<file path="src/rtl/mdio_mgmt_pkg.sv">
package mdio_mgmt_pkg;

   localparam int OFF_STAT = 'h30;
   localparam int OFF_CTL  = 'h34;
   localparam int OFF_DATA = 'h38;
   localparam int OFF_ADDR = 'h3C;

   localparam int FRAME_BITS = 32;

   typedef enum logic [1:0] {
      FR_ADDR  = 2'd0,
      FR_WRITE = 2'd1,
      FR_READ  = 2'd2
   } frame_kind_t;

   // Compose the 32-bit body of a management frame, MSB sent first.
   function automatic logic [FRAME_BITS-1:0] build_frame(
      input logic        ext_mode,
      input frame_kind_t kind,
      input logic [4:0]  port,
      input logic [4:0]  dev,
      input logic [15:0] payload);
      logic [1:0] st;
      logic [1:0] op;
      logic [1:0] ta;
      st = ext_mode ? 2'b00 : 2'b01;
      unique case (kind)
         FR_ADDR:  op = 2'b00;
         FR_WRITE: op = 2'b01;
         default:  op = ext_mode ? 2'b11 : 2'b10;
      endcase
      ta = (kind == FR_READ) ? 2'b11 : 2'b10;
      return {st, op, port, dev, ta, payload};
   endfunction

endpackage

</file>
<file path="src/rtl/mdio_mdc_gen.sv">
module mdio_mdc_gen #(
   parameter int DIV_W = 8
) (
   input  logic             clk,
   input  logic             rst_n,
   input  logic             run,
   input  logic [DIV_W-1:0] half_div,
   output logic             mdc,
   output logic             rise_tick,
   output logic             fall_tick
);

   logic [DIV_W-1:0] cnt_q;
   logic [DIV_W-1:0] half_m1;
   logic             mdc_q;
   logic             wrap;

   generate
      if (DIV_W < 1) begin : g_bad_w
         $error("mdio_mdc_gen: DIV_W must be at least 1");
      end
   endgenerate

   assign half_m1   = (half_div == '0) ? '0 : half_div - DIV_W'(1);
   assign wrap      = run && (cnt_q == half_m1);
   assign rise_tick = wrap && !mdc_q;
   assign fall_tick = wrap &&  mdc_q;
   assign mdc       = mdc_q;

   always_ff @(posedge clk or negedge rst_n) begin
      if (!rst_n) begin
         cnt_q <= '0;
         mdc_q <= 1'b0;
      end else if (!run) begin
         cnt_q <= '0;
         mdc_q <= 1'b0;
      end else if (wrap) begin
         cnt_q <= '0;
         mdc_q <= !mdc_q;
      end else begin
         cnt_q <= cnt_q + DIV_W'(1);
      end
   end

endmodule

</file>
<file path="src/rtl/mdio_frame_engine.sv">
module mdio_frame_engine #(
   parameter int SH_W  = 64,
   parameter int IDX_W = $clog2(SH_W)
) (
   input  logic             clk,
   input  logic             rst_n,
   input  logic             start,
   input  logic [SH_W-1:0]  load_vec,
   input  logic [IDX_W-1:0] last_idx,
   input  logic [IDX_W-1:0] cut_idx,
   input  logic             is_read,
   input  logic             rise_tick,
   input  logic             fall_tick,
   input  logic             mdio_i,
   output logic             busy,
   output logic             oe,
   output logic             tx_bit,
   output logic             rx_valid,
   output logic [15:0]      rx_data,
   output logic             rd_err
);

   logic [SH_W-1:0]  sh_q;
   logic [IDX_W-1:0] idx_q;
   logic [IDX_W-1:0] last_q;
   logic [IDX_W-1:0] cut_q;
   logic [IDX_W-1:0] ta2_idx;
   logic             rd_q;
   logic             busy_q;
   logic             oe_q;
   logic             err_q;
   logic [15:0]      rx_q;
   logic             at_last;

   generate
      if (SH_W < 32) begin : g_bad_sh
         $error("mdio_frame_engine: SH_W must hold a full frame");
      end
   endgenerate

   assign ta2_idx = cut_q + IDX_W'(1);
   assign at_last = (idx_q == last_q);

   always_ff @(posedge clk or negedge rst_n) begin
      if (!rst_n) begin
         sh_q   <= '0;
         idx_q  <= '0;
         last_q <= '0;
         cut_q  <= '0;
         rd_q   <= 1'b0;
         busy_q <= 1'b0;
         oe_q   <= 1'b0;
         err_q  <= 1'b0;
         rx_q   <= '0;
      end else if (start && !busy_q) begin
         sh_q   <= load_vec;
         idx_q  <= '0;
         last_q <= last_idx;
         cut_q  <= cut_idx;
         rd_q   <= is_read;
         busy_q <= 1'b1;
         oe_q   <= 1'b1;
         err_q  <= 1'b0;
      end else if (busy_q) begin
         if (rise_tick && rd_q) begin
            if (idx_q == ta2_idx) begin
               err_q <= mdio_i;
            end else if (idx_q > ta2_idx) begin
               rx_q <= {rx_q[14:0], mdio_i};
            end
         end
         if (fall_tick) begin
            if (at_last) begin
               busy_q <= 1'b0;
               oe_q   <= 1'b0;
            end else begin
               idx_q <= idx_q + IDX_W'(1);
               sh_q  <= sh_q << 1;
               if (rd_q && (idx_q + IDX_W'(1) == cut_q)) begin
                  oe_q <= 1'b0;
               end
            end
         end
      end
   end

   assign busy     = busy_q;
   assign oe       = oe_q;
   assign tx_bit   = sh_q[SH_W-1];
   assign rx_valid = busy_q && fall_tick && at_last && rd_q;
   assign rx_data  = rx_q;
   assign rd_err   = err_q;

endmodule

</file>
<file path="src/rtl/mdio_mgmt_master.sv">
module mdio_mgmt_master
   import mdio_mgmt_pkg::*;
#(
   parameter int ADDR_W  = 8,
   parameter int DIV_W   = 8,
   parameter int PRE_LEN = 32
) (
   input  logic              clk,
   input  logic              rst_n,
   input  logic [ADDR_W-1:0] bus_addr,
   input  logic              bus_we,
   input  logic [31:0]       bus_wdata,
   output logic [31:0]       bus_rdata,
   output logic              mdc_o,
   output logic              mdio_o,
   output logic              mdio_oe,
   input  logic              mdio_i
);

   localparam int SH_W  = PRE_LEN + FRAME_BITS;
   localparam int IDX_W = $clog2(SH_W);
   localparam logic [ADDR_W-1:0] A_STAT = ADDR_W'(OFF_STAT);
   localparam logic [ADDR_W-1:0] A_CTL  = ADDR_W'(OFF_CTL);
   localparam logic [ADDR_W-1:0] A_DATA = ADDR_W'(OFF_DATA);
   localparam logic [ADDR_W-1:0] A_ADDR = ADDR_W'(OFF_ADDR);

   generate
      if (ADDR_W < 6) begin : g_bad_addr
         $error("mdio_mgmt_master: ADDR_W too small for the register window");
      end
      if (DIV_W < 1 || DIV_W > 8) begin : g_bad_div
         $error("mdio_mgmt_master: DIV_W must be 1..8");
      end
      if (PRE_LEN < 0 || PRE_LEN > 32) begin : g_bad_pre
         $error("mdio_mgmt_master: PRE_LEN must be 0..32");
      end
   endgenerate

   // Register state
   logic             ext_q;
   logic [DIV_W-1:0] div_q;
   logic [4:0]       dev_q;
   logic [4:0]       port_q;
   logic             nopre_q;
   logic             spare11_q;
   logic             spare14_q;
   logic [15:0]      data_q;
   logic [15:0]      addr_q;

   // Engine links
   logic              busy_w;
   logic              rd_err_w;
   logic              rx_valid;
   logic [15:0]       rx_data;
   logic              rise_tick;
   logic              fall_tick;
   logic              tx_bit;

   // Frame launch
   logic              go;
   frame_kind_t       kind;
   logic [4:0]        f_port;
   logic [4:0]        f_dev;
   logic              f_nopre;
   logic [15:0]       f_payload;
   logic [FRAME_BITS-1:0] body;
   logic [SH_W-1:0]   load_vec;
   logic [IDX_W-1:0]  last_idx;
   logic [IDX_W-1:0]  cut_idx;

   logic wr_stat, wr_ctl, wr_data, wr_addr;
   assign wr_stat = bus_we && (bus_addr == A_STAT);
   assign wr_ctl  = bus_we && (bus_addr == A_CTL);
   assign wr_data = bus_we && (bus_addr == A_DATA);
   assign wr_addr = bus_we && (bus_addr == A_ADDR);

   always_comb begin
      go        = 1'b0;
      kind      = FR_WRITE;
      f_port    = port_q;
      f_dev     = dev_q;
      f_nopre   = nopre_q;
      f_payload = bus_wdata[15:0];
      if (!busy_w) begin
         if (wr_ctl && bus_wdata[15]) begin
            go        = 1'b1;
            kind      = FR_READ;
            f_port    = bus_wdata[9:5];
            f_dev     = bus_wdata[4:0];
            f_nopre   = bus_wdata[10];
            f_payload = 16'hFFFF;
         end else if (wr_data) begin
            go   = 1'b1;
            kind = FR_WRITE;
         end else if (wr_addr && ext_q) begin
            go   = 1'b1;
            kind = FR_ADDR;
         end
      end
   end

   assign body = build_frame(ext_q, kind, f_port, f_dev, f_payload);

   generate
      if (PRE_LEN > 0) begin : g_pre
         assign load_vec = f_nopre ? {body, {PRE_LEN{1'b0}}}
                                   : {{PRE_LEN{1'b1}}, body};
         assign last_idx = f_nopre ? IDX_W'(FRAME_BITS - 1) : IDX_W'(SH_W - 1);
         assign cut_idx  = f_nopre ? IDX_W'(14) : IDX_W'(PRE_LEN + 14);
      end else begin : g_nopre
         assign load_vec = body;
         assign last_idx = IDX_W'(FRAME_BITS - 1);
         assign cut_idx  = IDX_W'(14);
      end
   endgenerate

   always_ff @(posedge clk or negedge rst_n) begin
      if (!rst_n) begin
         ext_q     <= 1'b0;
         div_q     <= '0;
         dev_q     <= '0;
         port_q    <= '0;
         nopre_q   <= 1'b0;
         spare11_q <= 1'b0;
         spare14_q <= 1'b0;
         data_q    <= '0;
         addr_q    <= '0;
      end else begin
         if (wr_stat) begin
            ext_q <= bus_wdata[6];
            div_q <= bus_wdata[8 +: DIV_W];
         end
         if (wr_ctl && !(bus_wdata[15] && busy_w)) begin
            dev_q     <= bus_wdata[4:0];
            port_q    <= bus_wdata[9:5];
            nopre_q   <= bus_wdata[10];
            spare11_q <= bus_wdata[11];
            spare14_q <= bus_wdata[14];
         end
         if (wr_data && !busy_w) begin
            data_q <= bus_wdata[15:0];
         end else if (rx_valid) begin
            data_q <= rx_data;
         end
         if (wr_addr && !busy_w) begin
            addr_q <= bus_wdata[15:0];
         end
      end
   end

   logic [7:0] div_rd;
   assign div_rd = 8'(div_q);

   always_comb begin
      bus_rdata = '0;
      unique case (bus_addr)
         A_STAT:  bus_rdata = {16'h0, div_rd, 1'b0, ext_q, 4'h0, rd_err_w, busy_w};
         A_CTL:   bus_rdata = {16'h0, 1'b0, spare14_q, 2'b00, spare11_q, nopre_q,
                               port_q, dev_q};
         A_DATA:  bus_rdata = {16'h0, data_q};
         A_ADDR:  bus_rdata = {16'h0, addr_q};
         default: bus_rdata = '0;
      endcase
   end

   logic unused_wdata;
   assign unused_wdata = ^{bus_wdata[31:16], bus_wdata[13:12], bus_wdata[7],
                           bus_wdata[5:0]};

   mdio_mdc_gen #(.DIV_W(DIV_W)) mdc_gen_i (
      .clk       (clk),
      .rst_n     (rst_n),
      .run       (busy_w),
      .half_div  (div_q),
      .mdc       (mdc_o),
      .rise_tick (rise_tick),
      .fall_tick (fall_tick)
   );

   mdio_frame_engine #(.SH_W(SH_W), .IDX_W(IDX_W)) engine_i (
      .clk       (clk),
      .rst_n     (rst_n),
      .start     (go),
      .load_vec  (load_vec),
      .last_idx  (last_idx),
      .cut_idx   (cut_idx),
      .is_read   (kind == FR_READ),
      .rise_tick (rise_tick),
      .fall_tick (fall_tick),
      .mdio_i    (mdio_i),
      .busy      (busy_w),
      .oe        (mdio_oe),
      .tx_bit    (tx_bit),
      .rx_valid  (rx_valid),
      .rx_data   (rx_data),
      .rd_err    (rd_err_w)
   );

   assign mdio_o = tx_bit;

endmodule

</file>
<file path="config.mk">
export PLATFORM = sky130hd
export DESIGN_NAME = mdio_mgmt_master
export DESIGN_NICKNAME = d
export VERILOG_FILES = /design/src/rtl/mdio_mgmt_pkg.sv /design/src/rtl/mdio_mdc_gen.sv /design/src/rtl/mdio_frame_engine.sv /design/src/rtl/mdio_mgmt_master.sv
export SDC_FILE = /design/constraint.sdc
export NUM_CORES = 1
export LEC_CHECK = 0
export ABC_CLOCK_PERIOD_IN_PS = 3090
export BUFFER_PORTS_ARGS = -buffer_cell sky130_fd_sc_hd__buf_4
export CORE_MARGIN = 3
export CORE_UTILIZATION = 51
export DETAILED_ROUTE_END_ITERATION = 8
export GPL_TIMING_DRIVEN = 0
export PLACE_DENSITY = 0.73
export SLEW_MARGIN = 20
export SYNTH_ARGS = -nofsm -noshare
export SYNTH_HDL_FRONTEND = slang
export SYNTH_SLANG_ARGS = --single-unit
</file>
<file path="constraint.sdc">
create_clock -name clk -period 3.09 [get_ports clk]
set_input_delay 0.309 -clock clk [delete_from_list [all_inputs] [get_ports clk]]
set_output_delay 0.309 -clock clk [all_outputs]
set_load 0.005 [all_outputs]
</file>
Word level (Yosys, flattened, before mapping)
Index checks and enable logic that the tools add are counted.

Add/sub/neg operators: 4. $mul: 0. Div/mod/pow operators: 0. $lt $le $gt $ge: 1. Eq/ne operators: 12. Shifts and indexed selects: 0. Mux-type cells: 52. Bitwise logic cells: 2. Reductions and logical operators: 34.

Operators with widths (number): 2-to-1 mux 64 bit (5); 2-to-1 mux 16 bit (4); one-hot mux 16 bit (4 select lines) (1); 2-to-1 mux 6 bit (6); equality test 8 x 6 -> 1 bit, second input constant (4); 2-to-1 mux 1 bit (26); 2-to-1 mux 8 bit (3); 2-to-1 mux 5 bit (4); logical AND 1 bit (19); equality test 6 bit (3); adder 6 x 1 -> 6 bit, second input constant (2); nonzero test 2 bit (5); AND reduction 3 bit (3); adder 8 x 1 -> 8 bit, second input constant (1); equality test 8 bit (1); logical NOT 8 bit (1); subtractor 8 x 1 -> 8 bit, second input constant (1); greater-than comparator 6 bit (1); AND reduction 5 bit (1); 2-to-1 mux 2 bit (2); inequality test 2 bit, second input constant (2); one-hot mux 2 bit (2 select lines) (1); logical NOT 1 bit (3); nonzero test 3 bit (1); 4 further kinds (5).

Flip-flop bits (word level): 165. Latch bits: 0. RAM bits: 0. Bits in read-only memories: 0. Input bits: 44. Output and inout bits: 35. Logic and storage cells: 125. Memories kept: 0.

Depth between registers and ports, before layout
Gate-level depths: netlist of run 1.

Depth in word-level cells: 11. Gate-level depth with buffers: 12. Depth with buffers taken out: 9.

By module
From an unflattened synthesis of run 1, not the netlist that was laid out.

Cell total of the unflattened synthesis: 1185. Area total of the unflattened synthesis: 11320.9 um2.

By module, submodules not included: mdio_frame_engine (instances 1, cells an instance 722, area an instance 6741.5 um2, seq. area each 2552.4 um2); mdio_mgmt_master (instances 1, cells an instance 360, area an instance 3701.0 um2, seq. area each 1351.3 um2); mdio_mdc_gen (instances 1, cells an instance 103, area an instance 878.3 um2, seq. area each 225.2 um2).

Worst setup path before layout of run 1
OpenSTA, ideal clock, no wires.

Path kind: register -> register. Start point: register div_q[0]. End point: register engine_i.rx_q[10] (netlist: engine_i.rx_data[10]). Library setup time: 0.125 ns. Data arrival time: 2.849 ns. Slack: 0.116 ns. Stages on the path, launching flop included: 12. Buffers on the path: 2. Path through: dfrtp_1 -> inv_1 -> ha_1 -> or3b_1 -> buf_2 -> and2_1 -> or3_1 -> a211o_1 -> nor3b_4 -> nand3_4 -> buf_6 -> mux2_4.

Cells in the longest elaborated chain, start to end: 7. Elaborated cells on any way between the ends: 8.

Ends and longest elaborated chain: start, declared (line mdio_mgmt_master.sv:41) `logic [DIV_W-1:0] div_q;`; start signal, assigned (line mdio_mgmt_master.sv:131) `div_q <= bus_wdata[8 +: DIV_W];`; subtractor 8 x 1 -> 8 bit / logical NOT 8 bit (equally long branches) (line mdio_mdc_gen.sv:24) `assign half_m1 = (half_div == '0) ? '0 : half_div - DIV_W'(1);`; 2-to-1 mux 8 bit * (line mdio_mdc_gen.sv:24); equality test 8 bit * (line mdio_mdc_gen.sv:25) `assign wrap = run && (cnt_q == half_m1);`; logical AND 1 bit * (line mdio_mdc_gen.sv:25); logical AND 1 bit * (line mdio_mdc_gen.sv:26) `assign rise_tick = wrap && !mdc_q;`; logical AND 1 bit * (line mdio_frame_engine.sv:65) `if (rise_tick && rd_q) begin`; AND reduction 5 bit (no source line) *; end signal, assigned (line mdio_frame_engine.sv:69) `rx_q <= {rx_q[14:0], mdio_i};`; end, declared (line mdio_frame_engine.sv:32) `logic [15:0] rx_q;`.

Every way passes the cells marked *; elsewhere a longest branch is shown, timed or not. A chain may end at the register's enable or synchronous reset.

Worst setup path in the final report of run 1
Start point: register div_q[0]. End point: register engine_i.sh_q[4].

Cells in the longest elaborated chain, start to end: 7. Elaborated cells on any way between the ends: 8.

Ends and longest elaborated chain: subtractor 8 x 1 -> 8 bit / logical NOT 8 bit (equally long branches) (line mdio_mdc_gen.sv:24); 2-to-1 mux 8 bit * (line mdio_mdc_gen.sv:24); equality test 8 bit * (line mdio_mdc_gen.sv:25); logical AND 1 bit * (line mdio_mdc_gen.sv:25); logical AND 1 bit * (line mdio_mdc_gen.sv:27) `assign fall_tick = wrap && mdc_q;`; nonzero test 2 bit (no source line) *; AND reduction 3 bit (no source line) *; end signal, assigned (line mdio_frame_engine.sv:56) `sh_q <= load_vec;`; end signal, assigned (line mdio_frame_engine.sv:78) `sh_q <= sh_q << 1;`; end, declared (line mdio_frame_engine.sv:23) `logic [SH_W-1:0] sh_q;`.

Marked as above.

==> results.txt, run 1 <==
The worst-case reg-to-reg path depth works out to 12. The final hold violation count was 0. The tools report the initial antenna violation count as 0. The tools report the total wire length after detailed routing as 20900 um. The achievable clock frequency is 329 MHz. Of the total power, combinational logic draws 14.9%. The worst register-to-register path has a setup slack of 0.06 ns.

Routability-driven placement congestion ratio: 0.871. The later pin in the worst-skew pair is clocked with a latency of 0.42 ns. The most critical setup path has its startpoint at div_q[0]. The number of port buffers was 46; the average via count per standard cell was 5.89. The H-tree was split into 4 levels. For the worst path setup slack after routing, the log shows 0.0551 ns. The die area was 17300 um2; the static leakage power was 0.00423 uW. The library cell used as clock root buffer is sky130_fd_sc_hd__clkbuf_16. The synthesized area divided by synthesized cell count came out at 11.1 um2. The run gives 64.4% as the utilization after layout. Across the run, the number of max-cap violations was 0.

The clock net in this run drives a total of 155 sinks. The number of iterations in the first detailed-routing pass is 5, and the area share of the largest cell type after synthesis is 48.3%. The final-stage net count was 878; the wire length per cell after detailed routing was 19.9 um.

From synthesis to final layout, the design area changed by 22.8%. The share of async-settable or async-resettable flops after synthesis was 100%; the width of the die was 132 um. The number of warnings issued by yosys is 0.

Most frequently used flop master after synthesis: sky130_fd_sc_hd__dfrtp_1. The logs give 0 for the number of slew-limit violations in the final report and 45 for the total number of placement rows. In this run the deepest clock path goes through 2 buffers. In this run the power spent charging and discharging nets is 1350 uW. The maximum fanout along the worst path is 5.

Of all cell types, the one taking the most synthesized area is sky130_fd_sc_hd__dfrtp_1. The area of the core region is 15300 um2. In the final layout, the share of cells above drive strength 1 is 27.2%. The tightest min-delay check is of the in -> reg type. The maximum number of pins on one net before global-route repair came out at 81. The number of distinct standard cells referenced by the synthesized netlist is 62. Registers are responsible for 43.9% of the overall power.

Synthesis produced 726 cells. In the final timing run, aggregate negative setup slack is 0 ns. By area the synthesized netlist is led by sky130_fd_sc_hd__dfrtp_1 48%, sky130_fd_sc_hd__mux2i_1 10%, sky130_fd_sc_hd__mux2_2 6.7%, sky130_fd_sc_hd__nor2_1 2.6%, sky130_fd_sc_hd__mux4_2 2.2%. Net switching is 26.1% of the power.

The worst register-to-register path ends at engine_i.sh_q[4]. STA puts the critical path data required time at 3.37 ns. TritonCTS built the clock tree.

In this run the vertical extent of the chip is 132 um. Sorting the synthesized cells by how often they occur yields 155 x sky130_fd_sc_hd__dfrtp_1, 82 x sky130_fd_sc_hd__mux2i_1, 56 x sky130_fd_sc_hd__nor2_1. STA classifies the critical path startpoint as a register.

The run gives 0 as the final-report setup violation count. For this run, design rule violations remaining after detail routing come to 0. sky130_fd_sc_hd__dfrtp_1 is the most common cell in the netlist. Timing analysis after detailed placement gives a worst setup slack of -0.269 ns. In this run the cell area of the synthesized design comes to 8030 um2. The reg-to-reg critical path startpoint was div_q[0]. Cell internal power was estimated by the tool at 3840 uW. The final critical path takes up 98.2% of the cycle. The register bit count reported by yosys works out to 155. Across all hold checks on the routed design, the worst slack comes to 0.136 ns.

Of the total power, the clock network draws 41.2%. The portion of the post-synthesis area used by sequential elements was 48.3%; the clock transition at the registers of the reported paths was 0.06 ns. The tools report the via count of the first global-routing pass as 6182. The peak supply drop is 0.418 mV.

The tools report the remaining global-route overflow as 0. The antenna diode count was 0. Summing all non-filler instances in the final layout gives an area of 9870 um2. The run gives 6184 as the total via count in the routed design.

After layout, the minimum clock period comes to 3.03 ns. Total placed instance area: 8730 um2. For the wire length of the first global-routing pass, the log shows 32800 um.

The initial cell density of the core is 52.5%. The worst setup path endpoint was engine_i.sh_q[4]. The number of flops mapped to enable cells by yosys was 0; the overall routing resource usage was 23.8%.

The number of I/O pins was 79; the detailed-placement wirelength estimate was 14100 um. Data arrives at the worst endpoint at 3.31 ns. Once detail routing completed, the nets flagged for antenna violations numbered 0. Slew at the pin with the worst max-slew slack: 0.768 ns. The number of DRC markers after the initial detailed-route iteration is 475. Setup repair after global routing could not meet its margin everywhere. Between clock sinks in the finished design, the worst skew comes to 0.00762 ns.

The worst setup path is of the reg -> reg kind. The tools report the capturing element type of the critical path as a register. The power density relative to cell area was 526 nW/um2; the number of buffers inserted during clock tree synthesis was 17. The run finished with clean final reports. The worst pin sits at a relative slew slack of 48.8%.
[registers in the layout (all words and copies together) (netlist names), 5 cells and up]
signal,flops
addr_q,16
data_q,16
dev_q,5
engine_i.idx_q,6
div_q,8
engine_i.rx_data,16
port_q,5
engine_i.sh_q,64
mdc_gen_i.cnt_q,8
[how the worst min path moves through the flow]
stage / cells past startpoint / slack, ns / from / end
after floorplan: 0 / 0.01 / rst_n / addr_q[0]
after global placement: 2 / 0.46 / addr_q[10] / addr_q[10]
after detailed placement: 1 / 0.33 / rst_n / mdc_gen_i.cnt_q[1]
after CTS: 2 / 0.12 / mdio_i / engine_i.rx_data[0]
after global routing: 2 / 0.13 / mdio_i / engine_i.rx_data[0]
final: 2 / 0.14 / mdio_i / engine_i.rx_data[0]
[power by group through the flow]
| stage | registers, uW | clock network (uW) | logic, uW |
|---|---|---|---|
| after floorplan | 2260 | 0 | 475 |
| after global placement | 2290 | 0 | 641 |
| after detailed placement | 2300 | 0 | 672 |
| after CTS | 2270 | 2160 | 732 |
| after global routing | 2290 | 2250 | 845 |
| final | 2280 | 2140 | 772 |
[final cells by class]
type	instances	area, um2
Buffer	62	440
Sequential cell	155	3880
Inverter	12	45.0
Multi-Input combinational cell	509	3970
Clock inverter	13	166
Timing Repair Buffer	69	657
Tap cell	211	264
Fill cell	1183	5450
Clock buffer	19	443
[kinds of logic (layout without fill, tap and decap cells)]
group,Yosys count,in the layout,share of synthesized area (%)
multiplexers,148,148,21.1
other,1,16,0.0467
XOR/XNOR,14,14,1.53
AND/OR/NAND/NOR,181,181,11.6
adder cells (fa/ha/maj),8,8,1.34
buffers and inverters,77,175,5.00
AO/OA/AOI/OAI,142,142,11.2
flip-flops,155,155,48.3
[per-stage QoR]
step | std cells | power (uW)
after floorplan | 741 | 2740
after global placement | 998 | 2940
after detailed placement | 999 | 2970
after CTS | 1042 | 5150
after global routing | 1050 | 5390
final | 1050 | 5190
[cells in the final DEF (no fill, tap or decap), types with 4 or more instances in the layout]
master / n
sky130_fd_sc_hd__o21ai_0: 31
sky130_fd_sc_hd__mux2i_4: 4
sky130_fd_sc_hd__nor2b_1: 5
sky130_fd_sc_hd__and2_1: 10
sky130_fd_sc_hd__ha_1: 6
sky130_fd_sc_hd__or3_1: 10
sky130_fd_sc_hd__and3_1: 4
sky130_fd_sc_hd__buf_12: 8
sky130_fd_sc_hd__nand2b_1: 4
sky130_fd_sc_hd__xnor2_1: 6
sky130_fd_sc_hd__nand2_1: 42
sky130_fd_sc_hd__nand4_1: 6
sky130_fd_sc_hd__nor3_1: 9
sky130_fd_sc_hd__xor2_1: 8
sky130_fd_sc_hd__o22ai_1: 26
sky130_fd_sc_hd__conb_1: 16
sky130_fd_sc_hd__mux2i_1: 74
sky130_fd_sc_hd__buf_4: 76
sky130_fd_sc_hd__dfrtp_1: 154
sky130_fd_sc_hd__mux4_2: 8
sky130_fd_sc_hd__nor2_1: 56
sky130_fd_sc_hd__mux2i_2: 4
sky130_fd_sc_hd__clkbuf_16: 20
sky130_fd_sc_hd__a22oi_1: 21
sky130_fd_sc_hd__mux2_4: 10
sky130_fd_sc_hd__nand3_1: 11
sky130_fd_sc_hd__buf_1: 6
sky130_fd_sc_hd__mux2_2: 48
sky130_fd_sc_hd__inv_1: 10
sky130_fd_sc_hd__a21oi_1: 32
sky130_fd_sc_hd__clkbuf_1: 27
[routing by layer]
layer  up-vias  global-route usage, %  share of wire, %
li1       2808                      -                 -
met1      3129                   32.2                43
met2       212                   38.6                49
met3        35                   4.79               5.6
met4         0                   8.05               1.9
met5         -                      0                 0
[worst max-delay path, stage by stage (launching register included)]
cell                       delay [ns]
sky130_fd_sc_hd__dfrtp_2         0.41
sky130_fd_sc_hd__inv_2           0.07
sky130_fd_sc_hd__ha_4            0.14
sky130_fd_sc_hd__or3b_4          0.39
sky130_fd_sc_hd__and2_4          0.17
sky130_fd_sc_hd__or3_1           0.34
sky130_fd_sc_hd__a211o_1         0.31
sky130_fd_sc_hd__and4bb_4        0.38
sky130_fd_sc_hd__buf_6           0.12
sky130_fd_sc_hd__buf_16          0.12
sky130_fd_sc_hd__buf_12          0.11
sky130_fd_sc_hd__mux2i_2         0.22
sky130_fd_sc_hd__o22ai_1         0.10
[timing repair]
| item | CTS | global route |
|---|---|---|
| setup endpoints to repair | 97 | 100 |
| pin swaps | 6 | 10 |
| hold buffers | 1 | 0 |
| resized for setup | 32 | 31 |
| endpoints found under the hold margin | 79 | 0 |
| buffers inserted | 9 | 7 |
| cloned | 2 | 3 |
No activity file was read; power rests on OpenSTA's default activity.
==> inputs of run 2 (changes only) <==
--- a/config.mk
+++ b/config.mk
@@ -11,8 +11,9 @@
 export CORE_UTILIZATION = 51
 export DETAILED_ROUTE_END_ITERATION = 8
 export GPL_TIMING_DRIVEN = 0
+export MAX_ROUTING_LAYER = met4
 export PLACE_DENSITY = 0.73
-export SLEW_MARGIN = 20
+export SLEW_MARGIN = 10
 export SYNTH_ARGS = -nofsm -noshare
 export SYNTH_HDL_FRONTEND = slang
 export SYNTH_SLANG_ARGS = --single-unit
==> results.txt, run 2 (synthesis gave the netlist of run 1 again) <==
The flow ran to the end, and the final reports show no timing, DRC or antenna violations. The number of H-tree branching levels was 4 (unchanged). Average via count per standard cell: 5.93 (+0.61%). TritonCTS built the clock tree. The wire length of the first global-routing pass is 32800 um (-0.13%).

The tools report the initial antenna violation count as 0 (unchanged). The remaining global-route overflow is 0 (unchanged), and the number of port buffers is 46 (unchanged). The insertion delay of the later-clocked pin in the worst-skew pair is 0.43 ns (about the same), and the routability-driven placement congestion ratio is 0.885 (+1.6%). Critical path class: reg -> reg. The run gives 64.4% (unchanged) as the utilization after layout. The logs give 38.7% (+0.086 points) for the met2 capacity usage during global routing and 3880 um2 (unchanged) for the footprint of the flip-flops and latches.

The met3 layer usage reported by global route was 4.17% (-0.61 points); the fraction of power spent switching nets was 26.1% (about the same). The maximum fanout along the worst path works out to 5 (unchanged). The tools report the buffer levels on the longest clock path as 2 (unchanged).

The total placed instance area was 8730 um2 (unchanged); the global-route met1 utilization was 32.0% (-0.13 points). The number of iterations in the first detailed-routing pass was 5 (unchanged); the number of sinks on the clock net was 155 (unchanged). The number of nets with antenna violations after routing was 0 (unchanged). The run gives 41.3% (about the same) as the share of total power in the clock network. The slew at the pin with the worst max-slew slack was 0.766 ns (-0.00208 ns). For the final worst clock skew, the log shows 0.0140 ns (+0.00639 ns). The via count of the first global-routing pass was 6209 (+0.44%). The flip-flop count of the largest register, all copies and words added was 64 (unchanged). The number of standard cells in the layout, taps in and fillers out was 1050 (unchanged); the number of fill cells in the layout was 1183 (unchanged). The slowest stage of the critical path belongs to the cell sky130_fd_sc_hd__dfrtp_2.

The peak supply drop is 0.422 mV (+0.99%), and the final period demand of the worst path is 3.04 ns (+0.00983 ns). The area of the multi-input gates was 3970 um2 (unchanged); the part of the power in combinational logic was 14.8% (about the same). The smallest hold slack was 0.134 ns (-0.00247 ns). The number of I/O pins is 79 (unchanged), and the maximum number of pins on one net before global-route repair is 81 (unchanged).

Clock transition at the registers of the reported paths: 0.06 ns (about the same). The total number of placement rows was 45 (unchanged); the initial cell density of the core was 52.5% (unchanged). The tools report the area of the core region as 15300 um2 (unchanged). The path class of the tightest hold or removal check is in -> reg. The busiest layer in global routing was met2. The sequential fraction of design power is 43.9% (about the same), and the signal arrival time at the worst endpoint is 3.32 ns (about the same). For the die area, the log shows 17300 um2 (unchanged). The run gives 17 (unchanged) as the number of buffers inserted during clock tree synthesis.

The achievable clock frequency was 328 MHz (-0.32%). The capturing element type of the critical path was a register. The relative area change from synthesis to final layout was 22.8% (unchanged). Leaving out fill and tap cells, the most frequent cell in the layout is sky130_fd_sc_hd__dfrtp_1.

The proportion of layout cells with a drive suffix above 1 is 27.2% (unchanged), and the detailed-placement wirelength estimate is 14100 um (unchanged). The total via count in the routed design was 6222 (+0.61%); the static leakage power was 0.00423 uW (unchanged). The wire length per cell after detailed routing works out to 19.8 um (-0.19%).

The width of the die was 132 um (unchanged); the overall routing resource usage was 24.5% (+0.66 points). The post-route fraction of the period consumed by the critical path was 98.5% (+0.32 points). The cell count after placement was 999 (unchanged); the net switching component of the power was 1350 uW (about the same).

The cell type group with the largest total delay on the critical path was simple AND/OR/NAND/NOR gates. Counting flops per register, the top entry is engine_i.sh_q. The number of slew-limit violations in the final report was 0 (unchanged). The library cells used most frequently in the layout, excluding fill and tap cells, are 154 x sky130_fd_sc_hd__dfrtp_1, 76 x sky130_fd_sc_hd__buf_4, 74 x sky130_fd_sc_hd__mux2i_1.

The final hold violation count was 0 (unchanged); the number of DRC markers after the initial detailed-route iteration was 497 (+4.6%). Number of buffers and inverters on the critical path: 4 (unchanged). For the total internal power, the log shows 3840 uW (about the same). STA classifies the critical path startpoint as a register. The worst max-slew margin expressed relative to the limit came out at 48.7% (-0.050 points). Setup repair after global routing could not meet its margin everywhere.

The final-report setup violation count is 0 (unchanged). Total non-filler cell area in the finished layout: 9870 um2 (unchanged). The die extent in y was 132 um (unchanged); the reported max-cap violation count was 0 (unchanged). The tree is rooted in a sky130_fd_sc_hd__clkbuf_16.

The critical path goes through inv_2, ha_4, or3b_4, and2_4, or3_1, a211o_1, and4bb_4, buf_6, buf_16, buf_12, mux2i_2, o22ai_1. The largest stage delay on the critical path is 0.41 ns (about the same), and the number of design rule violations left after detail routing is 0 (unchanged). The logs give 20800 um (-0.19%) for the total wire length after detailed routing and 3.37 ns (about the same) for the data required time of the worst path.

The antenna diode count was 0 (unchanged); the final-stage net count was 878 (unchanged). The power density relative to cell area came out at 526 nW/um2 (about the same).
[run 2: cell counts in the layout (fill, tap and decap cells not counted)]
Identical to the previous run, type by type.
[run 2: worst paths after layout]
check,from,endpoint,slack [ns],cells after the start
max,div_q[0],engine_i.sh_q[4],0.05,12
min,mdio_i,engine_i.rx_data[0],0.13,2
max reg2reg,div_q[0],engine_i.sh_q[4],0.05,12
min reg2reg,addr_q[10],addr_q[10],0.49,2
max in group asynchronous,rst_n,div_q[0],1.84,3
min in group asynchronous,rst_n,mdc_gen_i.cnt_q[1],0.45,2
[run 2: final cells by class]
class                      instances  share of cell area (%)
multi-input combinational        509                    40.2
sequential                       155                    39.3
timing repair buffer              69                    6.66
clock buffer                      19                    4.49
buffer                            62                    4.46
tap                              211                    2.68
clock inverter                    13                    1.69
inverter                          12                   0.457
[run 2: power groups by stage]
| stage | Clock (uW) | Sequential [uW] | Combinational (uW) |
|---|---|---|---|
| 2_1_floorplan | 0 | 2260 | 475 |
| 3_3_place_gp | 0 | 2290 | 641 |
| 3_5_place_dp | 0 | 2300 | 672 |
| 4_1_cts | 2160 | 2270 | 732 |
| 5_1_grt | 2250 | 2290 | 845 |
| 6_report | 2140 | 2280 | 770 |
[run 2: layer usage]
metal	part of all wire, %	vias up	routed length, um
li1	-	2812	-
met1	42	3142	8840
met2	49	230	10200
met3	6.6	38	1370
met4	2.1	0	427
met5	0	-	0
[run 2: stage by stage]
stage	total power (uW)	setup TNS (ns)	setup slack, ns
final	5190	0	0.0452
after global routing	5380	-0.734	-0.0526
after CTS	5150	-0.0232	-0.00960
after detailed placement	2970	-13.91	-0.269
after global placement	2940	-7.82	-0.191
after floorplan	2740	0	0.116
[run 2: what timing repair did]
| item | in CTS | in global routing |
|---|---|---|
| setup endpoints to repair | 97 | 100 |
| hold buffers | 1 | 0 |
| gates resized for setup | 32 | 31 |
| buffers inserted | 9 | 7 |
| pin swaps | 6 | 10 |
| hold endpoints to repair | 79 | 0 |
| gates cloned | 2 | 3 |
==> inputs of run 3 (changes only) <==
--- a/config.mk
+++ b/config.mk
@@ -12,8 +12,9 @@
 export DETAILED_ROUTE_END_ITERATION = 8
 export GPL_TIMING_DRIVEN = 0
 export MAX_ROUTING_LAYER = met4
-export PLACE_DENSITY = 0.73
+export PLACE_DENSITY = 0.72
 export SLEW_MARGIN = 10
 export SYNTH_ARGS = -nofsm -noshare
 export SYNTH_HDL_FRONTEND = slang
+export SYNTH_HIERARCHICAL = 1
 export SYNTH_SLANG_ARGS = --single-unit
==> results.txt, run 3 <==
Worst path setup slack after routing: -0.667 ns (-0.713 ns). Biggest area consumer among synthesized cells: sky130_fd_sc_hd__dfrtp_1. Maximum fanout along the worst path: 5 (unchanged). The register bit count reported by yosys was 165 (+6.5%). Initial antenna violation count: 0 (unchanged). The post-synthesis instance total came out at 1185 (+63%). The wire length per cell after detailed routing came out at 21.3 um (+7.5%).

The final period demand of the worst path was 3.76 ns (+0.713 ns); the number of design rule violations left after detail routing was 0 (unchanged). The area of the multi-input gates came out at 6680 um2 (+68%). The tools report the insertion delay of the later-clocked pin in the worst-skew pair as 0.44 ns (about the same). The post-route fraction of the period consumed by the critical path was 122% (+23 points); the proportion of layout cells with a drive suffix above 1 was 25.8% (-1.4 points).

The run gives 36.5% (-12 points) as the portion of the post-synthesis area used by sequential elements. The tools report the number of buffers inserted during clock tree synthesis as 17 (unchanged). The capturing element type of the critical path was a register. The power density relative to cell area is 468 nW/um2 (-11%), and the slew at the pin with the worst max-slew slack is 0.780 ns (+0.0138 ns). The area share of the largest cell type after synthesis came out at 36.5% (-12 points). TritonCTS built the clock tree. For the worst max-slew margin expressed relative to the limit, the log shows 48.0% (-0.73 points). The logs give 4140 um2 (+6.6%) for the footprint of the flip-flops and latches and 1.01 (+14%) for the routability-driven placement congestion ratio.

The tools report the number of warnings issued by yosys as 6 (+6). The buffer levels on the longest clock path is 2 (unchanged), and the utilization after layout is 63.3% (-1.1 points). The die area is 24000 um2 (+39%). Total wire length after detailed routing: 34000 um (+63%).

The share of async-settable or async-resettable flops after synthesis is 100% (unchanged), and the die extent in y is 155 um (+18%). The number of buffers and inverters on the critical path is 3 (-1). The flow ran to the end, but the final reports show violations.

Leaving out fill and tap cells, the most frequent cells in the layout are 162 x sky130_fd_sc_hd__dfrtp_1, 113 x sky130_fd_sc_hd__nand2_1, 86 x sky130_fd_sc_hd__buf_4. The static leakage power was 0.00601 uW (+42%); the smallest hold slack was 0.131 ns (-0.00291 ns). The number of sinks on the clock net is 165 (+6.5%). The cell with the largest stage delay on the worst path was sky130_fd_sc_hd__or4_4. sky130_fd_sc_hd__dfrtp_1 is the most common cell in the netlist. The reported max-cap violation count is 0 (unchanged).

The logs give 3.41 ns (+0.04 ns) for the data required time of the worst path and 0 (unchanged) for the number of nets with antenna violations after routing. The fraction of power spent switching nets was 32.7% (+6.7 points). The signal on the critical path passes through inv_4, ha_4, or3b_1, buf_6, nor4_4, or3_4, o211ai_1, or4_4, nor3_4, and2_4, buf_6, and3_4, mux2_4, mux2_4.

The average via count per standard cell works out to 6.46 (+9.1%). The sequential fraction of design power came out at 40.0% (-3.9 points). The logs give 28.8% (+4.3 points) for the overall routing resource usage and 53 (+18%) for the total number of placement rows. The number of flops mapped to enable cells by yosys was 0 (unchanged); the number of iterations in the first detailed-routing pass was 5 (unchanged). The antenna diode count is 0 (unchanged). By area the synthesized netlist is led by sky130_fd_sc_hd__dfrtp_1 36%, sky130_fd_sc_hd__o221a_1 6.0%, sky130_fd_sc_hd__o21ai_0 5.9%, sky130_fd_sc_hd__mux2i_1 4.6%, sky130_fd_sc_hd__a211oi_1 4.2%. The area of the core region is 21400 um2 (+40%). The run gives 105 (+105) as the final-report setup violation count.

The number of I/O pins was 79 (unchanged). The library cell used as clock root buffer was sky130_fd_sc_hd__clkbuf_16. The share of total power in the clock network was 34.4% (-6.9 points). STA classifies the critical path startpoint as a register. For the initial cell density of the core, the log shows 52.9% (+0.40 points). Relative area change from synthesis to final layout: 19.8%. The run gives 0.278 mV (-34%) as the peak supply drop.

The detailed-placement wirelength estimate is 23300 um (+65%), and the clock transition at the registers of the reported paths is 0.07 ns (about the same). The total internal power was 4270 uW (+11%). The number of fill cells in the layout came out at 1715 (+45%). The signal arrival time at the worst endpoint is 4.07 ns (+0.75 ns), and the slack of the worst reg-to-reg path is -0.67 ns (-0.71 ns). The via count of the first global-routing pass is 9572 (+54%), and the number of distinct standard cells referenced by the synthesized netlist is 83 (+34%). Remaining global-route overflow: 0 (unchanged). Final-stage net count: 1363 (+55%). The flip-flop count of the largest register, all copies and words added is 64 (unchanged).

The tools report the wire length of the first global-routing pass as 54300 um (+65%). The tightest min-delay check is of the in -> reg type. The width of the die was 155 um (+18%). The critical path class is reg -> reg.

Maximum number of pins on one net before global-route repair: 109 (+35%). The final worst clock skew was 0.0104 ns (-0.00364 ns). Cell type group with the largest total delay on the critical path: simple AND/OR/NAND/NOR gates. The final reports fail on setup timing. The logs give 0 (unchanged) for the number of slew-limit violations in the final report and 11300 um2 (+41%) for the cell area after technology mapping. The run gives 10300 (+66%) as the total via count in the routed design. Number of DRC markers after the initial detailed-route iteration: 1008 (+100%). Register ranked first by flip-flop count: engine_i/sh_q.

Most common cell after layout, fill and taps aside: sky130_fd_sc_hd__dfrtp_1. The synthesized area divided by synthesized cell count came out at 9.55 um2 (-14%). The achievable clock frequency was 266 MHz (-19%); the part of the power in combinational logic was 25.6% (+11 points).

The most frequently used flop master after synthesis is sky130_fd_sc_hd__dfrtp_1. Net switching component of the power: 2080 uW (+54%). Setup repair after global routing could not meet its margin everywhere. The largest stage delay on the critical path was 0.61 ns (+0.20 ns).

The post-layout total power is 6340 uW (+22%). After synthesis, the most frequently instantiated cells are 165 x sky130_fd_sc_hd__dfrtp_1, 134 x sky130_fd_sc_hd__o21ai_0, 114 x sky130_fd_sc_hd__nand2_1. The number of port buffers was 46 (unchanged); the final hold violation count was 0 (unchanged). For the number of H-tree branching levels, the log shows 4 (unchanged).
## run 3: cell types whose count changed in the layout (fill, tap and decap cells not counted), sizes merged, moves of 29 or more
| cell | delta |
|---|---|
| nand2 | +75 |
| o21ai | +117 |
| a31oi | +29 |
| mux2i | -30 |
| nand3 | +34 |
| o221a | +61 |
| nor2 | -31 |
| a211oi | +61 |
| buf | +56 |
| a21oi | -30 |
## run 3: repair_timing
action                                 in CTS  in global routing
pin swaps                                  10                 45
hold buffers                                1                  0
resized for setup                          75                 88
buffers inserted                           20                 11
setup endpoints to repair                 118                115
cloned                                      3                  2
endpoints found under the hold margin      57                  0
## run 3: cell families (layout without fill, tap and decap cells)
| group | after synthesis | after routing | share of synthesized area [%] |
|---|---|---|---|
| xor gates and xnor gates | 29 | 29 | 2.67 |
| buffers and inverters | 159 | 268 | 8.06 |
| muxes | 107 | 107 | 11.2 |
| AOI/OAI and AO/OA | 394 | 394 | 25.4 |
| other | 2 | 28 | 0.0663 |
| DFF | 165 | 165 | 36.5 |
| adders and majority gates | 10 | 10 | 1.11 |
| and+or+nand+nor | 319 | 319 | 15.0 |
## run 3: area by class of cell
class / instances / share of cell area, %
timing repair buffer: 83 / 5.78
tap: 275 / 2.54
inverter: 31 / 0.877
clock buffer: 20 / 3.37
multi-input combinational: 887 / 49.3
clock inverter: 10 / 0.969
sequential: 165 / 30.5
buffer: 124 / 6.70
## run 3: through the flow
stage | cell area (um2) | setup WS, ns | setup TNS [ns] | instances
floorplan | 11500 | -0.649 | -25.84 | 1211
global placement | 12200 | -1.14 | -88.38 | 1532
detailed placement | 12300 | -1.17 | -93.05 | 1533
CTS | 13300 | -0.847 | -74.17 | 1585
global route | 13600 | -0.779 | -68.66 | 1595
finish | 13600 | -0.667 | -55.89 | 1595
## run 3: path summary, 6_finish.rpt
check	start	depth (start not counted)	to
setup / recovery	div_q[0]	14	data_q[15]
hold / removal	bus_wdata[12]	2	addr_q[12]
setup reg to reg	div_q[0]	14	data_q[15]
hold reg to reg	engine_i/last_q[1]	2	engine_i/last_q[1]
max in group asynchronous	rst_n	3	engine_i/busy
min in group asynchronous	rst_n	2	engine_i/sh_q[22]
## run 3: power groups by stage
| stage | logic, uW | clock network (uW) | registers (uW) |
|---|---|---|---|
| after CTS | 1520 | 2210 | 2520 |
| after global routing | 1760 | 2310 | 2560 |
| after global placement | 1400 | 0 | 2560 |
| after detailed placement | 1430 | 0 | 2560 |
| after floorplan | 1060 | 0 | 2500 |
| final | 1620 | 2180 | 2540 |
## run 3: layer usage
metal / routed length [um] / GRT usage [%] / vias up
met5: 0 / - / -
met4: 724 / 7.91 / 0
met3: 2640 / 5.23 / 73
met2: 15500 / 42.3 / 451
met1: 15100 / 41.1 / 5092
li1: - / - / 4695
## run 3: worst reg2reg max path, cell delays in order (launching register included)
cell and delay, ns:
sky130_fd_sc_hd__dfrtp_2 0.46, sky130_fd_sc_hd__inv_4 0.08, sky130_fd_sc_hd__ha_4 0.13, sky130_fd_sc_hd__or3b_1 0.35, sky130_fd_sc_hd__buf_6 0.14, sky130_fd_sc_hd__nor4_4 0.26
sky130_fd_sc_hd__or3_4 0.19, sky130_fd_sc_hd__o211ai_1 0.11, sky130_fd_sc_hd__or4_4 0.61, sky130_fd_sc_hd__nor3_4 0.22, sky130_fd_sc_hd__and2_4 0.21, sky130_fd_sc_hd__buf_6 0.10
sky130_fd_sc_hd__and3_4 0.22, sky130_fd_sc_hd__mux2_4 0.30, sky130_fd_sc_hd__mux2_4 0.25
